File: src/rtl/ssp_pkg.sv
package ssp_pkg;

    localparam int unsigned WT_W = 16;

    typedef enum logic [1:0] {
        SQ_IDLE,
        SQ_RUN,
        SQ_FIN
    } seq_state_e;

    typedef enum logic [1:0] {
        RG_RESP,
        RG_EDGE,
        RG_TAIL,
        RG_BODY
    } region_e;

    typedef struct packed {
        region_e           region;
        logic              flip;
        logic [WT_W-1:0]   weight;
    } term_t;

    // Which part of the sum term index k belongs to.
    function automatic region_e region_of(input int k, input int cells, input int shifts);
        if (k < cells - 1)       return RG_RESP;
        else if (k == cells - 1) return RG_EDGE;
        else if (k < shifts)     return RG_TAIL;
        else                     return RG_BODY;
    endfunction

endpackage

File: src/rtl/ssp_seq.sv
module ssp_seq
    import ssp_pkg::*;
#(
    parameter int unsigned CELLS  = 8,
    parameter int unsigned SHIFTS = 12,
    parameter int unsigned IDX_W  = $clog2(SHIFTS + CELLS)
) (
    input  logic             clk,
    input  logic             rst,
    input  logic             start_i,
    output logic             launch_o,
    output logic             add_en_o,
    output logic             fin_o,
    output logic             busy_o,
    output logic [IDX_W-1:0] idx_o
);

    localparam logic [IDX_W-1:0] LAST_IDX = IDX_W'(SHIFTS + CELLS - 2);

    seq_state_e state_q;
    logic [IDX_W-1:0] idx_q;

    always_ff @(posedge clk) begin
        if (rst) begin
            state_q <= SQ_IDLE;
            idx_q   <= '0;
        end else begin
            unique case (state_q)
                SQ_IDLE: if (start_i) begin
                    state_q <= SQ_RUN;
                    idx_q   <= '0;
                end
                SQ_RUN: if (idx_q == LAST_IDX) state_q <= SQ_FIN;
                        else                   idx_q   <= idx_q + 1'b1;
                SQ_FIN:  state_q <= SQ_IDLE;
                default: state_q <= SQ_IDLE;
            endcase
        end
    end

    assign launch_o = (state_q == SQ_IDLE) && start_i;
    assign add_en_o = (state_q == SQ_RUN);
    assign fin_o    = (state_q == SQ_FIN);
    assign busy_o   = (state_q != SQ_IDLE);
    assign idx_o    = idx_q;

    AST_IDX_RANGE: assert property (@(posedge clk) disable iff (rst)
        add_en_o |-> idx_o <= LAST_IDX);
    AST_FIN_AFTER_RUN: assert property (@(posedge clk) disable iff (rst)
        $rose(fin_o) |-> $past(add_en_o) && $past(idx_o) == LAST_IDX);
    AST_BUSY_IGNORES_START: assert property (@(posedge clk) disable iff (rst)
        (add_en_o && idx_o != LAST_IDX) |=> add_en_o && idx_o == $past(idx_o) + 1'b1);

endmodule

File: src/rtl/ssp_term_sel.sv
module ssp_term_sel
    import ssp_pkg::*;
#(
    parameter int unsigned CELLS  = 8,
    parameter int unsigned SHIFTS = 12,
    parameter int unsigned IDX_W  = $clog2(SHIFTS + CELLS)
) (
    input  logic [CELLS-1:0]  resp_i,
    input  logic [SHIFTS-1:0] stim_i,
    input  logic [IDX_W-1:0]  idx_i,
    output term_t             term_o
);

    int k;
    logic [CELLS-1:0]  rsh;
    logic [SHIFTS-1:0] ssh;

    always_comb begin
        k      = int'(idx_i);
        rsh    = '0;
        ssh    = '0;
        term_o = '0;
        term_o.region = region_of(k, CELLS, SHIFTS);
        unique case (term_o.region)
            RG_RESP: begin
                rsh           = resp_i >> k;
                term_o.flip   = rsh[0] ^ rsh[1];
                term_o.weight = WT_W'(CELLS - 1 - k);
            end
            RG_EDGE: begin
                term_o.flip   = stim_i[SHIFTS-1] ^ resp_i[0];
                term_o.weight = WT_W'(CELLS);
            end
            RG_TAIL: begin
                ssh           = stim_i >> (k - 1);
                term_o.flip   = ssh[0] ^ ssh[1];
                term_o.weight = WT_W'(CELLS);
            end
            default: begin
                ssh           = stim_i >> (k - SHIFTS);
                term_o.flip   = ssh[0] ^ ssh[1];
                term_o.weight = WT_W'(k - SHIFTS + 1);
            end
        endcase
    end

endmodule

File: src/rtl/ssp_accum.sv
module ssp_accum
    import ssp_pkg::*;
#(
    parameter int unsigned CELLS = 8,
    parameter int unsigned TOT_W = 9
) (
    input  logic             clk,
    input  logic             rst,
    input  logic             launch_i,
    input  logic             accum_i,
    input  logic             add_en_i,
    input  logic             fin_i,
    input  term_t            term_i,
    input  logic [TOT_W-1:0] thr_i,
    output logic [TOT_W-1:0] total_o,
    output logic             done_o,
    output logic             reject_o
);

    logic [TOT_W-1:0] acc_q;

    always_ff @(posedge clk) begin
        if (rst) begin
            acc_q    <= '0;
            done_o   <= 1'b0;
            reject_o <= 1'b0;
        end else begin
            if (launch_i) begin
                done_o <= 1'b0;
                if (!accum_i) acc_q <= '0;
            end else if (add_en_i && term_i.flip) begin
                acc_q <= acc_q + TOT_W'(term_i.weight);
            end
            if (fin_i) begin
                done_o   <= 1'b1;
                reject_o <= (acc_q > thr_i);
            end
        end
    end

    assign total_o = acc_q;

    AST_WEIGHT_BOUND: assert property (@(posedge clk) disable iff (rst)
        add_en_i |-> term_i.weight <= WT_W'(CELLS));
    AST_NO_OVERFLOW: assert property (@(posedge clk) disable iff (rst)
        add_en_i |=> total_o >= $past(total_o));
    AST_FRESH_START: assert property (@(posedge clk) disable iff (rst)
        (launch_i && !accum_i) |=> total_o == '0);
    AST_HOLD_RESULT: assert property (@(posedge clk) disable iff (rst)
        (done_o && !launch_i) |=> done_o && $stable(total_o));
    AST_LAUNCH_CLEARS: assert property (@(posedge clk) disable iff (rst)
        launch_i |=> !done_o);
    AST_REJECT_STRICT: assert property (@(posedge clk) disable iff (rst)
        $rose(done_o) |-> reject_o == (total_o > $past(thr_i)));

endmodule

File: src/rtl/shift_power_est.sv
module shift_power_est
    import ssp_pkg::*;
#(
    parameter int unsigned CELLS      = 8,
    parameter int unsigned SHIFTS     = 12,
    parameter int unsigned MAX_CHAINS = 4,
    parameter int unsigned TOT_W      = $clog2(MAX_CHAINS * SHIFTS * CELLS + 1)
) (
    input  logic              clk,
    input  logic              rst,
    input  logic              start_i,
    input  logic              accum_i,
    input  logic [CELLS-1:0]  resp_i,
    input  logic [SHIFTS-1:0] stim_i,
    input  logic [TOT_W-1:0]  thr_i,
    output logic              busy_o,
    output logic              done_o,
    output logic [TOT_W-1:0]  total_o,
    output logic              reject_o
);

    localparam int unsigned IDX_W = $clog2(SHIFTS + CELLS);

    logic              launch, add_en, fin;
    logic [IDX_W-1:0]  idx;
    logic [CELLS-1:0]  resp_q;
    logic [SHIFTS-1:0] stim_q;
    term_t             term;

    always_ff @(posedge clk) begin
        if (rst) begin
            resp_q <= '0;
            stim_q <= '0;
        end else if (launch) begin
            resp_q <= resp_i;
            stim_q <= stim_i;
        end
    end

    ssp_seq #(.CELLS(CELLS), .SHIFTS(SHIFTS), .IDX_W(IDX_W)) seq_i (
        .clk(clk), .rst(rst), .start_i(start_i),
        .launch_o(launch), .add_en_o(add_en), .fin_o(fin),
        .busy_o(busy_o), .idx_o(idx)
    );

    ssp_term_sel #(.CELLS(CELLS), .SHIFTS(SHIFTS), .IDX_W(IDX_W)) sel_i (
        .resp_i(resp_q), .stim_i(stim_q), .idx_i(idx), .term_o(term)
    );

    ssp_accum #(.CELLS(CELLS), .TOT_W(TOT_W)) acc_i (
        .clk(clk), .rst(rst), .launch_i(launch), .accum_i(accum_i),
        .add_en_i(add_en), .fin_i(fin), .term_i(term), .thr_i(thr_i),
        .total_o(total_o), .done_o(done_o), .reject_o(reject_o)
    );

    AST_COPY_STABLE: assert property (@(posedge clk) disable iff (rst)
        busy_o |=> $stable(resp_q) && $stable(stim_q));

endmodule

File: config.mk
export PLATFORM = sky130hd
export DESIGN_NAME = shift_power_est
export DESIGN_NICKNAME = d
export VERILOG_FILES = /design/src/rtl/ssp_pkg.sv /design/src/rtl/ssp_seq.sv /design/src/rtl/ssp_term_sel.sv /design/src/rtl/ssp_accum.sv /design/src/rtl/shift_power_est.sv
export SDC_FILE = /design/constraint.sdc
export NUM_CORES = 1
export LEC_CHECK = 0
export BUFFER_PORTS_ARGS = -buffer_cell sky130_fd_sc_hd__buf_2
export CORE_MARGIN = 2
export CORE_UTILIZATION = 52
export CTS_CLUSTER_DIAMETER = 80
export DETAILED_ROUTE_END_ITERATION = 7
export GPL_ROUTABILITY_DRIVEN = 0
export PLACE_DENSITY = 0.77
export SLEW_MARGIN = 20
export SYNTH_ARGS = -nofsm -noshare
export SYNTH_HDL_FRONTEND = slang
export SYNTH_SLANG_ARGS = --single-unit
File: constraint.sdc
create_clock -name clk -period 3.7 [get_ports clk]
set_input_delay 0.37 -clock clk [delete_from_list [all_inputs] [get_ports clk]]
set_output_delay 0.37 -clock clk [all_outputs]
set_load 0.005 [all_outputs]
Word level (Yosys, flattened, before mapping)
Index checks and enable logic that the tools add are counted.
{ "word_totals": {"reg_bits": 38, "input_bits": 33, "output_inout_bits": 12} }
{ "op_classes": {"n_addsub": 6, "order_cmp": 3, "n_eq_ne": 10, "shifts": 3, "n_mux": 15, "bitwise_logic": 4, "reduce_logical": 11} }
{ "ops": {"columns": ["op", "count"], "rows": [
  ["$shr 12x32->2", 2],
  ["$pmux 17 s3", 1],
  ["$mux 9", 3],
  ["$add 16x1->16 const B", 1],
  ["$mux 5", 2],
  ["$pmux 5 s2", 1],
  ["$add 9x9->9", 1],
  ["$gt 9x9->1", 1],
  ["$mux 2", 4],
  ["$ne 2x2->1 const B", 4],
  ["$reduce_bool 2->1", 4],
  ["$shr 8x5->2", 1],
  ["$sub 3x5->6 const A", 1],
  ["$sub 5x1->6 const B", 1],
  ["$sub 5x4->6 const B", 1],
  ["$add 5x1->5 const B", 1],
  ["$eq 5x4->1 const B", 1],
  ["$eq 5x5->1 const B", 1],
  ["$lt 5x3->1 const B", 1],
  ["$lt 5x4->1 const B", 1],
  ["$eq 2x1->1 const B", 2],
  ["$eq 2x2->1 const B", 2],
  ["$logic_not 2->1", 2],
  ["$pmux 2 s2", 1],
  ["other kinds (5)", 12]
]} }

Depth between registers and ports, before layout
Gate-level depths: netlist of run 1.
{ "depth": {"ltp_word": 9, "ltp_mapped": 22, "ltp_nobuf": 20} }

By module
Synthesis of run 1 repeated with hierarchy kept, for this count alone.
{ "unflattened": {"cells_unflattened": 369, "hier_area_um2": 3308.2} }
{ "by_module_without_submodules": {"columns": ["module", "n_inst", "cells_per_inst", "area_each_um2"], "rows": [
  ["ssp_term_sel", 1, 152, 1265.0],
  ["ssp_accum", 1, 114, 959.7],
  ["shift_power_est", 1, 64, 705.7],
  ["ssp_seq", 1, 39, 377.9]
]} }

Worst setup path after synthesis of run 1
No wires, ideal clock.
{ "synth_path": {"path_kind": "register to register", "from": "reg seq_i.idx_q[2] (netlist: seq_i.idx_o[2])", "to": "reg acc_i.acc_q[8] (netlist: acc_i.total_o[8])", "arrival_ns": 3.711, "required_ns": 3.627, "setup_slack_ns": -0.085, "path_stages_with_launch": 22, "synth_period_minus_slack_ns": 3.785, "cell_sequence": "dfxtp_1 > clkbuf_1 > clkbuf_1 > nand4_1 > nand2_1 > nand2_1 > inv_1 > ha_1 > clkbuf_1 > nor2_1 > nor2_1 > ha_1 > inv_1 > fa_1 > nor2b_1 > o21ai_0 > a21oi_1 > o21ai_0 > a21oi_1 > xnor2_1 > or4_4 > o211ai_2"} }
{ "synth_via": {"elab_chain_len": 9, "word_cells_on_any_way": 26, "cone_classes": "5 x add/sub; 2 x order compare; 3 x eq/ne; 3 x shift; 6 x mux; 3 x bitwise; 4 x reduce/logical"} }
{ "synth_rtl": {"columns": ["item", "line_no", "text"], "rows": [
  ["from (decl)", "ssp_seq.sv:21", "logic [IDX_W-1:0] idx_q;"],
  ["from (signal assigned)", "ssp_seq.sv:34", "else idx_q <= idx_q + 1'b1;"],
  ["branches (longest 5 deep; another with $add 16x1->16)", null, null],
  ["$pmux 17 s3 *", "ssp_term_sel.sv:24", "unique case (term_o.region)"],
  ["$add 9x9->9 or $logic_and 1x1->1 (tied branches)", "ssp_accum.sv:32, ssp_accum.sv:31", null],
  ["$mux 9 or $reduce_bool 2->1 (tied branches)", null, null],
  ["$mux 9 or $reduce_and 2->1 (tied branches)", null, null],
  ["to (signal assigned)", "ssp_accum.sv:32", "acc_q <= acc_q + TOT_W'(term_i.weight);"],
  ["to (decl)", "ssp_accum.sv:20", "logic [TOT_W-1:0] acc_q;"]
]} }
Every way passes the cells marked *. The select of a mux whose other input is x is not followed.
A chain may end at the register's enable or synchronous reset.

Worst setup path after layout of run 1
{ "layout_path": {"from": "reg seq_i.idx_q[3] (netlist: seq_i.idx_o[3])", "to": "reg acc_i.acc_q[8] (netlist: acc_i.total_o[8])"} }
Same word-level chain as after synthesis.

==> results of run 1 <==
registers in the layout, indices dropped and copies added (netlist names):
signal	cells
acc_i.reject_o	1
resp_q	8
seq_i.idx_o	5
seq_i.state_q	2
acc_i.total_o	9
stim_q	12
acc_i.done_o	1
logic make-up after synthesis:
kind of cell | count (synthesis) | synth area share, %
flip-flops | 38 | 25.05
buffers and inverters | 44 | 6.222
XOR/XNOR | 17 | 4.903
adder cells (fa/ha/maj) | 35 | 14.67
AND/OR/NAND/NOR | 130 | 21.38
AO/OA/AOI/OAI | 83 | 17.76
multiplexers | 20 | 10.01
worst reg2reg max path: cells and delay by family (launching register included):
family,cells,cell delay [ns]
compound gates,4,0.33
xor+xnor,1,0.15
fa+ha+maj,3,0.68
buf+inv,4,0.48
flops,1,0.39
simple gates,6,1.36
through the flow:
stage / cell area, µm² / cells / hold WS (ns)
after global routing: 3475 / 486 / 0.3006
after global placement: 3357 / 478 / 0.4423
final: 3475 / 486 / 0.2967
after CTS: 3448 / 486 / 0.2910
after floorplan: 3039 / 367 / 0.4357
after detailed placement: 3357 / 478 / 0.4532
power groups by stage:
stage / clock network, mW / registers, mW / logic (mW)
6_report: 0.297 / 0.445 / 0.183
4_1_cts: 0.302 / 0.445 / 0.183
3_5_place_dp: 0 / 0.454 / 0.183
2_1_floorplan: 0 / 0.448 / 0.134
5_1_grt: 0.318 / 0.448 / 0.206
3_3_place_gp: 0 / 0.453 / 0.177
layout make-up:
cell class	instances	area (µm²)	share of cell area (%)
Timing Repair Buffer	58	325.3	9.363
Tap cell	72	90.09	2.593
Sequential cell	38	764.5	22.00
Inverter	25	93.84	2.701
Multi-Input combinational cell	285	2111	60.75
Clock inverter	3	21.27	0.6122
Clock buffer	5	68.82	1.981
layout by cell type, fill, tap and decap left out, types with 6 or more instances in the layout:
master	n
xnor2_1	11
nor2_1	14
inv_1	24
ha_1	31
nand2_1	56
buf_2	44
nand2b_1	7
dfxtp_1	35
buf_4	14
mux4_2	7
nor3b_1	6
mux2i_1	12
o21ai_0	9
nor3_1	6
xor2_1	6
nand3_1	13
a21oi_1	35
routing by layer:
| metal | global-route usage [%] | up-vias | wire, µm |
|---|---|---|---|
| met1 | 34.17 | 1294 | 3236 |
| li1 | - | 1386 | - |
| met2 | 40.00 | 68 | 3391 |
| met4 | 6.441 | 0 | 62 |
| met5 | 0 | - | 0 |
| met3 | 3.371 | 7 | 402 |
final timing paths:
kind,from,slack (ns),end,cells past startpoint
max,seq_i.idx_o[3],0.25,acc_i.total_o[8],18
min,stim_i[3],0.30,stim_q[3],3
max reg2reg,seq_i.idx_o[3],0.25,acc_i.total_o[8],18
min reg2reg,acc_i.done_o,0.46,acc_i.done_o,2
what timing repair did:
action | CTS | global route
pin swaps | 0 | 1
hold endpoints to repair | 0 | 0
endpoints found under the setup margin | 1 | 4
gates resized for setup | 1 | 11
==> impl_metrics.env, run 1 <==
export IMPL_drive_above_1_share_pct=22.46
export IMPL_area_growth_pct=14.42
export IMPL_postSynth_topFlopCell="dfxtp_1"
export IMPL_critical_path_top_delay_family="simple AND/OR/NAND/NOR gates"
export IMPL_dr_total_vias=2755
export IMPL_dieArea_um2=6467
export IMPL_number_of_global_route_vias_before_repair=2654
export IMPL_report_power_total_uw=925.1
export IMPL_max_freq_mhz=289.8
export IMPL_num_antenna_cells=0
export IMPL_critPathKind="flop to flop"
export IMPL_grt_first_pass_wirelength_um=12480
export IMPL_post_cts_hold_buffer_count=0
export IMPL_critical_path_most_common_cell="inv_1"
export IMPL_p_seq_share_pct=48.1
export IMPL_vdd_ir_drop_worst_uv=217.6
export IMPL_grt_use_total_pct=24.57
export IMPL_detail_route_wirelength_um=7093
export IMPL_yosysSeqAreaShare_pct=25.05
export IMPL_insertion_delay_ns=0.30
export IMPL_synth_top_cell_area_share_pct=25.05
export IMPL_worst_slew_pin_transition_ns=0.7239
export IMPL_synthTopCellsByCount="56 x nand2_1, 38 x dfxtp_1, 36 x a21oi_1, 34 x ha_1, 25 x inv_1"
export IMPL_syn_nets=435
export IMPL_top_count_cell_post_synth="nand2_1"
export IMPL_report_final_hold_viol_count=0
export IMPL_p_comb_share_pct=19.8
export IMPL_cts_root_buf="clkbuf_8"
export IMPL_critPathMaxFanout=11
export IMPL_critPathRequiredTime_ns=3.93
export IMPL_cellLeakagePower_nw=1.550
export IMPL_place_worst_setup_slack_ns=0.007492
export IMPL_rows=27
export IMPL_netlist_top_cell_by_area="dfxtp_1"
export IMPL_layout_setup_ws_ns=0.2496
export IMPL_tritoncts_num_sinks=38
export IMPL_yosys_cell_types_count=57
export IMPL_timing_final_setup_violations=0
export IMPL_cts_max_level=2
export IMPL_fillCellCount=501
export IMPL_worst_ep_arrival_time_ns=3.68
export IMPL_ios=45
export IMPL_detail_route_iter0_violations=164
export IMPL_worst_setup_path_start_kind="flop"
export IMPL_die_width_um=80.42
export IMPL_pwr_density_cell_nw_per_um2=266.3
export IMPL_maxSlewHeadroom_pct=51.74
export IMPL_switching_share_pct=30.28
export IMPL_path_clk_slew_ns=0.09
export IMPL_synthesis_yosys_warnings=0
export IMPL_postCtsSetupBuffers=0
export IMPL_crit_chain="inv_1, ha_1, nand4_1, nand2_1, nand2_1, inv_1, ha_4, buf_4, nor3b_1, a31oi_1, inv_1, ha_1, or3_1, o21ai_0, a21oi_2, xnor2_1, or4_4, o211ai_2"
export IMPL_outcome="finished, final reports clean"
export IMPL_skew_ns=0.01355
export IMPL_number_of_synthesized_register_bits=38
export IMPL_grt_setup_unrepaired="no"
export IMPL_mean_routed_wirelength_per_cell_um=14.59
export IMPL_drc_errors_left=0
export IMPL_power_internal_uw=645.0
export IMPL_finalCritPeriodShare_pct=93.25
export IMPL_number_of_buffers_on_the_longest_clock_path=2
export IMPL_floorplan_core_area_um2=5574
export IMPL_max_cap_violations=0
export IMPL_clockPowerShare_pct=32.1
export IMPL_tritoncts="built"
export IMPL_critical_path_max_stage_delay_ns=0.42
export IMPL_finish_net_count=481
export IMPL_grt_antenna_before_repair=0
export IMPL_avgViaCountPerCell=5.669
export IMPL_synth_enable_flop_cells=0
export IMPL_worstHoldPathType="input port to flop"
export IMPL_floorplan_initialDensity_pct=54.48
export IMPL_hpwlAfterDp_um=5423
export IMPL_grt_overflow_total=0
export IMPL_timing_final_crit_period_ns=3.450
export IMPL_cells_after_synthesis=367
export IMPL_synthesized_area_um2=3037
export IMPL_post_synth_cell_area_avg_um2=8.274
export IMPL_numCtsBuffers=5
export IMPL_number_of_max_slew_violations_in_the_final_report=0
export IMPL_total_negative_slack_ns=0
export IMPL_port_buffer_count=44
export IMPL_drt_first_pass_iters=5
export IMPL_post_synth_main_area_contributors="dfxtp_1 25%, ha_1 14%, nand2_1 6.9%"
export IMPL_layout_core_utilization_pct=62.33
export IMPL_grt_start_max_net_pins=41
export IMPL_setup_worst_path_end_class="flop"
export IMPL_postSynth_asyncResetShare_pct=0
export IMPL_chipHeight_um=80.42
export IMPL_crit_slowest_cell="or4_4"
export IMPL_ant_nets=0
export IMPL_path_buf_inv=4
export IMPL_switchingPower_uw=280.1
Power figures use the tool's default switching activity.
==> inputs of run 2 (changes only) <==
- ABC_AREA: default -> 1
- CORE_UTILIZATION: 52 -> 53
==> run 2 against run 1 <==
Compared with the run above:
- count of clock-buffer cells in the layout up 1
- worst setup slack worse by 0.0039 ns
- sequential share of layout area down 1.6 points
- clock skew down 0.0090 ns
- sequential power up 3%
- worst hold slack better by 0.017 ns
- first-iteration DRC count up 59%
- maximum frequency down 0.11%
- clock power up 5%
- largest power group unchanged
==> impl_metrics.env, run 2 <==
export IMPL_outcome="finished, final reports clean"
export IMPL_place_area_um2=3623
export IMPL_postSynth_topFlopCell="dfxtp_1"
export IMPL_netlist_top_cell_by_area="dfxtp_1"
export IMPL_chipHeight_um=83.75
export IMPL_p_comb_share_pct=26.3
export IMPL_crit_cells=18
export IMPL_tritoncts_num_sinks=38
export IMPL_mean_routed_wirelength_per_cell_um=13.46
export IMPL_fin_worst_hold_slack_ns=0.3139
export IMPL_grt_first_pass_wirelength_um=14100
export IMPL_area_growth_pct=10.54
export IMPL_synthesis_yosys_warnings=0
export IMPL_fin_area_um2=3726
export IMPL_dr_total_vias=3466
export IMPL_hold_path_cell_count=3
export IMPL_clockPowerShare_pct=29.8
export IMPL_crit_chain="buf_4, ha_1, inv_1, ha_1, a21oi_2, inv_1, ha_1, a21oi_1, nor3_1, or2_2, ha_1, nand2_1, nor3_1, nand2_1, o311ai_1, xor2_1, nand4_1, a21oi_1"
export IMPL_path_buf_inv=3
export IMPL_ant_nets=0
export IMPL_worst_ep_arrival_time_ns=3.69
export IMPL_skew_ns=0.004544
export IMPL_ios=45
export IMPL_drt_first_pass_iters=5
export IMPL_critPathKind="flop to flop"
export IMPL_post_synth_main_area_contributors="dfxtp_1 23%, nand2_1 14%, ha_1 13%"
export IMPL_vdd_ir_drop_worst_uv=211.4
export IMPL_number_of_max_slew_violations_in_the_final_report=0
export IMPL_p_seq_share_pct=43.9
export IMPL_grt_start_max_net_pins=24
export IMPL_post_synth_cell_area_avg_um2=6.445
export IMPL_number_of_synthesized_register_bits=38
export IMPL_yosys_cell_types_count=34
export IMPL_critPathMaxFanout=6
export IMPL_avgViaCountPerCell=5.407
export IMPL_cts_max_level=2
export IMPL_layoutNonFillerInstCount=641
export IMPL_finalCritPeriodShare_pct=93.36
export IMPL_die_width_um=83.75
export IMPL_port_buffer_count=44
export IMPL_critical_path_most_common_cell="ha_1"
export IMPL_cts_root_buf="clkbuf_8"
export IMPL_worst_slew_pin_transition_ns=0.8806
export IMPL_max_freq_mhz=289.5
export IMPL_hpwlAfterDp_um=6676
export IMPL_floorplan_core_area_um2=6241
export IMPL_grt_antenna_before_repair=0
export IMPL_mostFrequentLayoutCell="nand2_1"
export IMPL_drive_above_1_share_pct=15.60
export IMPL_insertion_delay_ns=0.30
export IMPL_detail_route_wirelength_um=8628
export IMPL_setup_worst_path_end_class="flop"
export IMPL_rows=29
export IMPL_cells_after_synthesis=523
export IMPL_grt_use_total_pct=24.31
export IMPL_dieArea_um2=7014
export IMPL_power_internal_uw=683.5
export IMPL_pwr_density_cell_nw_per_um2=279.7
export IMPL_num_antenna_cells=0
export IMPL_detail_route_iter0_violations=261
export IMPL_cellLeakagePower_nw=1.914
export IMPL_number_of_buffers_on_the_longest_clock_path=2
export IMPL_worst_setup_path_start_kind="flop"
export IMPL_timing_final_setup_violations=0
export IMPL_number_of_global_route_vias_before_repair=3048
export IMPL_numCtsBuffers=5
export IMPL_critical_path_top_delay_family="adder cells"
export IMPL_floorplan_initialDensity_pct=54.01
export IMPL_timing_final_crit_period_ns=3.454
export IMPL_dpl_cell_count=633
export IMPL_worstHoldPathType="input port to flop"
export IMPL_postCtsSetupBuffers=0
export IMPL_tritoncts="built"
export IMPL_switchingPower_uw=358.6
export IMPL_maxSlewHeadroom_pct=41.08
export IMPL_max_cap_violations=0
export IMPL_synth_top_cell_area_share_pct=22.57
export IMPL_crit_slowest_cell="dfxtp_1"
export IMPL_synthesized_area_um2=3371
export IMPL_synth_enable_flop_cells=0
export IMPL_syn_nets=591
export IMPL_switching_share_pct=34.41
export IMPL_grt_overflow_total=0
export IMPL_critPathRequiredTime_ns=3.94
export IMPL_most_common_layout_cells="128 x nand2_1, 61 x inv_1, 49 x nand3_1"
export IMPL_largest_register="stim_q"
export IMPL_drc_errors_left=0
export IMPL_rr_worst_depth=18
export IMPL_top_count_cell_post_synth="nand2_1"
export IMPL_path_clk_slew_ns=0.08
export IMPL_yosysSeqAreaShare_pct=22.57
export IMPL_postSynth_asyncResetShare_pct=0
export IMPL_finish_net_count=631
export IMPL_synthTopCellsByCount="128 x nand2_1, 61 x inv_1, 49 x nand3_1, 45 x a21oi_1, 45 x nor2_1"
export IMPL_critical_path_max_stage_delay_ns=0.38
export IMPL_largest_register_ff_count=12
export IMPL_post_cts_hold_buffer_count=0
export IMPL_report_final_hold_viol_count=0
==> run 2: cell count changes after synthesis, moves of 11 or more <==
cell	delta
nand2_1	+72
nor2_1	+31
nand3_1	+36
mux2i_1	-11
o21ai_0	+26
inv_1	+36
==> run 2: final timing paths <==
| kind | startpoint | slack (ns) | endpoint |
|---|---|---|---|
| max | seq_i.idx_o[3] | 0.25 | acc_i.total_o[8] |
| min | stim_i[10] | 0.31 | stim_q[10] |
| max reg2reg | seq_i.idx_o[3] | 0.25 | acc_i.total_o[8] |
| min reg2reg | resp_q[7] | 0.48 | resp_q[7] |
==> run 2: through the flow <==
stage	util, %	setup TNS [ns]	power (mW)	setup slack [ns]
2_1_floorplan	-	0	0.6654	0.4632
3_3_place_gp	58.06	0	0.7318	0.3278
3_5_place_dp	58.06	0	0.7382	0.1839
4_1_cts	59.58	0	1.046	0.1385
5_1_grt	59.70	-0.007482	1.100	-0.007482
6_report	59.70	0	1.042	0.2457
==> run 2: what timing repair did <==
action / in CTS / in global routing
hold endpoints to repair: 0 / 0
gates resized for setup: 0 / 4
endpoints found under the setup margin: 0 / 4
==> run 2: cell families after synthesis <==
kind of cell / Yosys count / share of synthesized area, %
xor+xnor: 11 / 2.858
buf+inv: 87 / 11.36
mux: 1 / 0.2970
compound gates: 90 / 14.22
simple gates: 261 / 35.49
fa+ha+maj: 35 / 13.21
flops: 38 / 22.57
==> run 2: layout make-up <==
type	instances	area [µm²]
Clock inverter	2	12.51
Tap cell	77	96.34
Sequential cell	38	760.7
Clock buffer	6	82.58
Fill cell	617	2515
Timing Repair Buffer	53	287.8
Inverter	67	251.5
Multi-Input combinational cell	398	2235
==> run 2: power groups by stage <==
stage | Sequential, mW | Clock (mW) | Combinational, mW
2_1_floorplan | 0.458 | 0 | 0.207
3_3_place_gp | 0.466 | 0 | 0.266
3_5_place_dp | 0.467 | 0 | 0.271
4_1_cts | 0.457 | 0.317 | 0.272
5_1_grt | 0.461 | 0.330 | 0.308
6_report | 0.458 | 0.311 | 0.274
==> run 2: metal layers <==
layer	part of all wire, %	up-vias	global-route usage, %	routed length (µm)
li1	-	1784	-	-
met1	46	1567	33.09	3983
met2	47	103	39.27	4050
met3	5.5	12	4.154	471
met4	1.4	0	7.625	123
met5	0	-	0	0
==> run 2: worst min-delay path: stages <==
cell     delay, ns
buf_2         0.07
o21ai_0       0.07
nor2_1        0.07
==> inputs of run 3 (changes only) <==
- CORE_UTILIZATION: 53 -> 52
- PLACE_DENSITY: 0.77 -> 0.76
==> run 3 against run 2 <==
Compared with the run above:
- critical path type unchanged
- highest routed layer unchanged
- final area grew 1.6%
- non-clock buffer count is the same
- worst setup slack gained 0.036 ns
- die area grew 1.8%
- critical path depth is the same
- maximum frequency grew 1.0%
- clock power grew 46%
==> impl_metrics.env, run 3 (synthesis gave the netlist of run 2 again) <==
export IMPL_total_negative_slack_ns=0
export IMPL_fin_area_um2=3787
export IMPL_clockPowerShare_pct=38.3
export IMPL_largest_register_ff_count=12
export IMPL_rows=29
export IMPL_path_clk_slew_ns=0.09
export IMPL_power_internal_uw=820.0
export IMPL_worst_ep_arrival_time_ns=3.66
export IMPL_switchingPower_uw=361.9
export IMPL_worstHoldPathType="input port to flop"
export IMPL_cts_root_buf="clkbuf_8"
export IMPL_layoutNonFillerInstCount=641
export IMPL_drt_first_pass_iters=5
export IMPL_mostFrequentLayoutCell="nand2_1"
export IMPL_p_comb_share_pct=23.1
export IMPL_pwr_density_cell_nw_per_um2=312.1
export IMPL_dpl_cell_count=632
export IMPL_hold_path_cell_count=3
export IMPL_cts_max_level=2
export IMPL_maxSlewHeadroom_pct=43.25
export IMPL_detail_route_iter0_violations=223
export IMPL_drc_errors_left=0
export IMPL_switching_share_pct=30.62
export IMPL_avgViaCountPerCell=5.427
export IMPL_grt_overflow_total=0
export IMPL_die_width_um=84.51
export IMPL_number_of_max_slew_violations_in_the_final_report=0
export IMPL_hpwlAfterDp_um=6774
export IMPL_floorplan_core_area_um2=6314
export IMPL_setup_worst_path_end_class="flop"
export IMPL_max_cap_violations=0
export IMPL_report_final_hold_viol_count=0
export IMPL_ant_nets=0
export IMPL_critPathKind="flop to flop"
export IMPL_tritoncts="built"
export IMPL_critPathRequiredTime_ns=3.95
export IMPL_drive_above_1_share_pct=16.13
export IMPL_hold_start="stim_i[10]"
export IMPL_chipHeight_um=84.51
export IMPL_fin_worst_hold_slack_ns=0.3075
export IMPL_vdd_ir_drop_worst_uv=242.1
export IMPL_grt_first_pass_wirelength_um=15030
export IMPL_numCtsBuffers=5
export IMPL_grt_setup_unrepaired="no"
export IMPL_dr_total_vias=3479
export IMPL_grt_antenna_before_repair=0
export IMPL_max_freq_mhz=292.5
export IMPL_largest_register="stim_q"
export IMPL_skew_ns=0.01256
export IMPL_number_of_buffers_on_the_longest_clock_path=2
export IMPL_layout_setup_ws_ns=0.2814
export IMPL_tritoncts_num_sinks=38
export IMPL_min_delay_worst_endpoint="stim_q[10]"
export IMPL_finalCritPeriodShare_pct=92.39
export IMPL_cellLeakagePower_nw=1.941
export IMPL_grt_use_total_pct=25.48
export IMPL_critPathMaxFanout=9
export IMPL_insertion_delay_ns=0.31
export IMPL_grt_start_max_net_pins=29
export IMPL_crit_reg2reg_launch="seq_i.idx_o[3]"
export IMPL_ios=45
export IMPL_timing_final_setup_violations=0
export IMPL_p_seq_share_pct=38.5
export IMPL_worst_slew_pin_transition_ns=0.8481
export IMPL_most_common_layout_cells="128 x nand2_1, 60 x inv_1, 49 x nand3_1"
export IMPL_floorplan_initialDensity_pct=53.39
export IMPL_post_cts_hold_buffer_count=0
export IMPL_rr_worst_depth=18
export IMPL_worst_r2r_setup_slack_ns=0.28
export IMPL_port_buffer_count=44
export IMPL_area_growth_pct=12.36
export IMPL_outcome="finished, final reports clean"
export IMPL_worst_setup_path_start_kind="flop"
export IMPL_num_antenna_cells=0
export IMPL_regToRegEndpoint="acc_i.total_o[8]"
export IMPL_number_of_global_route_vias_before_repair=3390
export IMPL_mean_routed_wirelength_per_cell_um=13.55
export IMPL_place_worst_setup_slack_ns=0.008114
export IMPL_place_area_um2=3616
export IMPL_finish_net_count=631
export IMPL_timing_final_crit_period_ns=3.419
export IMPL_layout_core_utilization_pct=59.99
export IMPL_dieArea_um2=7142
export IMPL_detail_route_wirelength_um=8688
export IMPL_report_power_total_mw=1.182
## run 3: cell count changes in the layout (fill, tap and decap cells not counted)
cell,change
inv_1,-1
dfxtp_2,+1
clkinv_2,-1
dfxtp_4,+1
inv_2,-1
dfxtp_1,-2
bufinv_16,+2
clkinv_4,+1
## run 3: worst max path at each step
stage                              start          endpoint  cells past startpoint
final                     seq_i.idx_o[3]  acc_i.total_o[8]                     18
after detailed placement  seq_i.idx_o[3]  acc_i.total_o[8]                     16
after global placement    seq_i.idx_o[3]  acc_i.total_o[8]                     16
after global routing      seq_i.idx_o[4]  acc_i.total_o[6]                     19
after floorplan           seq_i.idx_o[3]  acc_i.total_o[8]                     16
after CTS                 seq_i.idx_o[4]  acc_i.total_o[6]                     20
## run 3: power by group through the flow
stage / registers [mW] / logic, mW / clock network [mW]
after floorplan: 0.458 / 0.207 / 0
after global placement: 0.464 / 0.263 / 0
after detailed placement: 0.466 / 0.270 / 0
after CTS: 0.456 / 0.272 / 0.455
after global routing: 0.459 / 0.313 / 0.470
final: 0.456 / 0.274 / 0.453
## run 3: final cells by class
class,count,area (µm²)
multi-input cells,398,2235
clock buffers,6,82.58
inverters,67,260.3
repair buffers,53,287.8
flip-flops and latches,38,765.7
fillers,604,2526
well taps,77,96.34
clock inverters,2,60.06
## run 3: what timing repair did
item / CTS / global route
resized for setup: 1 / 10
setup endpoints to repair: 1 / 5
cloned: 0 / 0
setup buffers: 0 / 1
## run 3: worst max-delay path: stages, from the launching register on
cell and delay (ns):
dfxtp_4 0.42, clkinvlp_4 0.16, ha_1 0.27, inv_1 0.09, a21oi_1 0.07, nor2_1 0.20
inv_1 0.09, ha_1 0.26, a21oi_1 0.25, nor3_1 0.07, or2_2 0.29, ha_1 0.34
nand2_1 0.07, nor3_1 0.15, nand2_1 0.08, o311ai_1 0.09, xor2_1 0.18, nand4_1 0.11
a21oi_1 0.17
## run 3: layer usage
layer	vias up	part of all wire [%]	global-route usage [%]
met1	1550	42	29.81
met5	-	0	0
met3	20	5.5	3.540
met2	118	50	46.67
li1	1791	-	-
met4	0	2.4	9.812
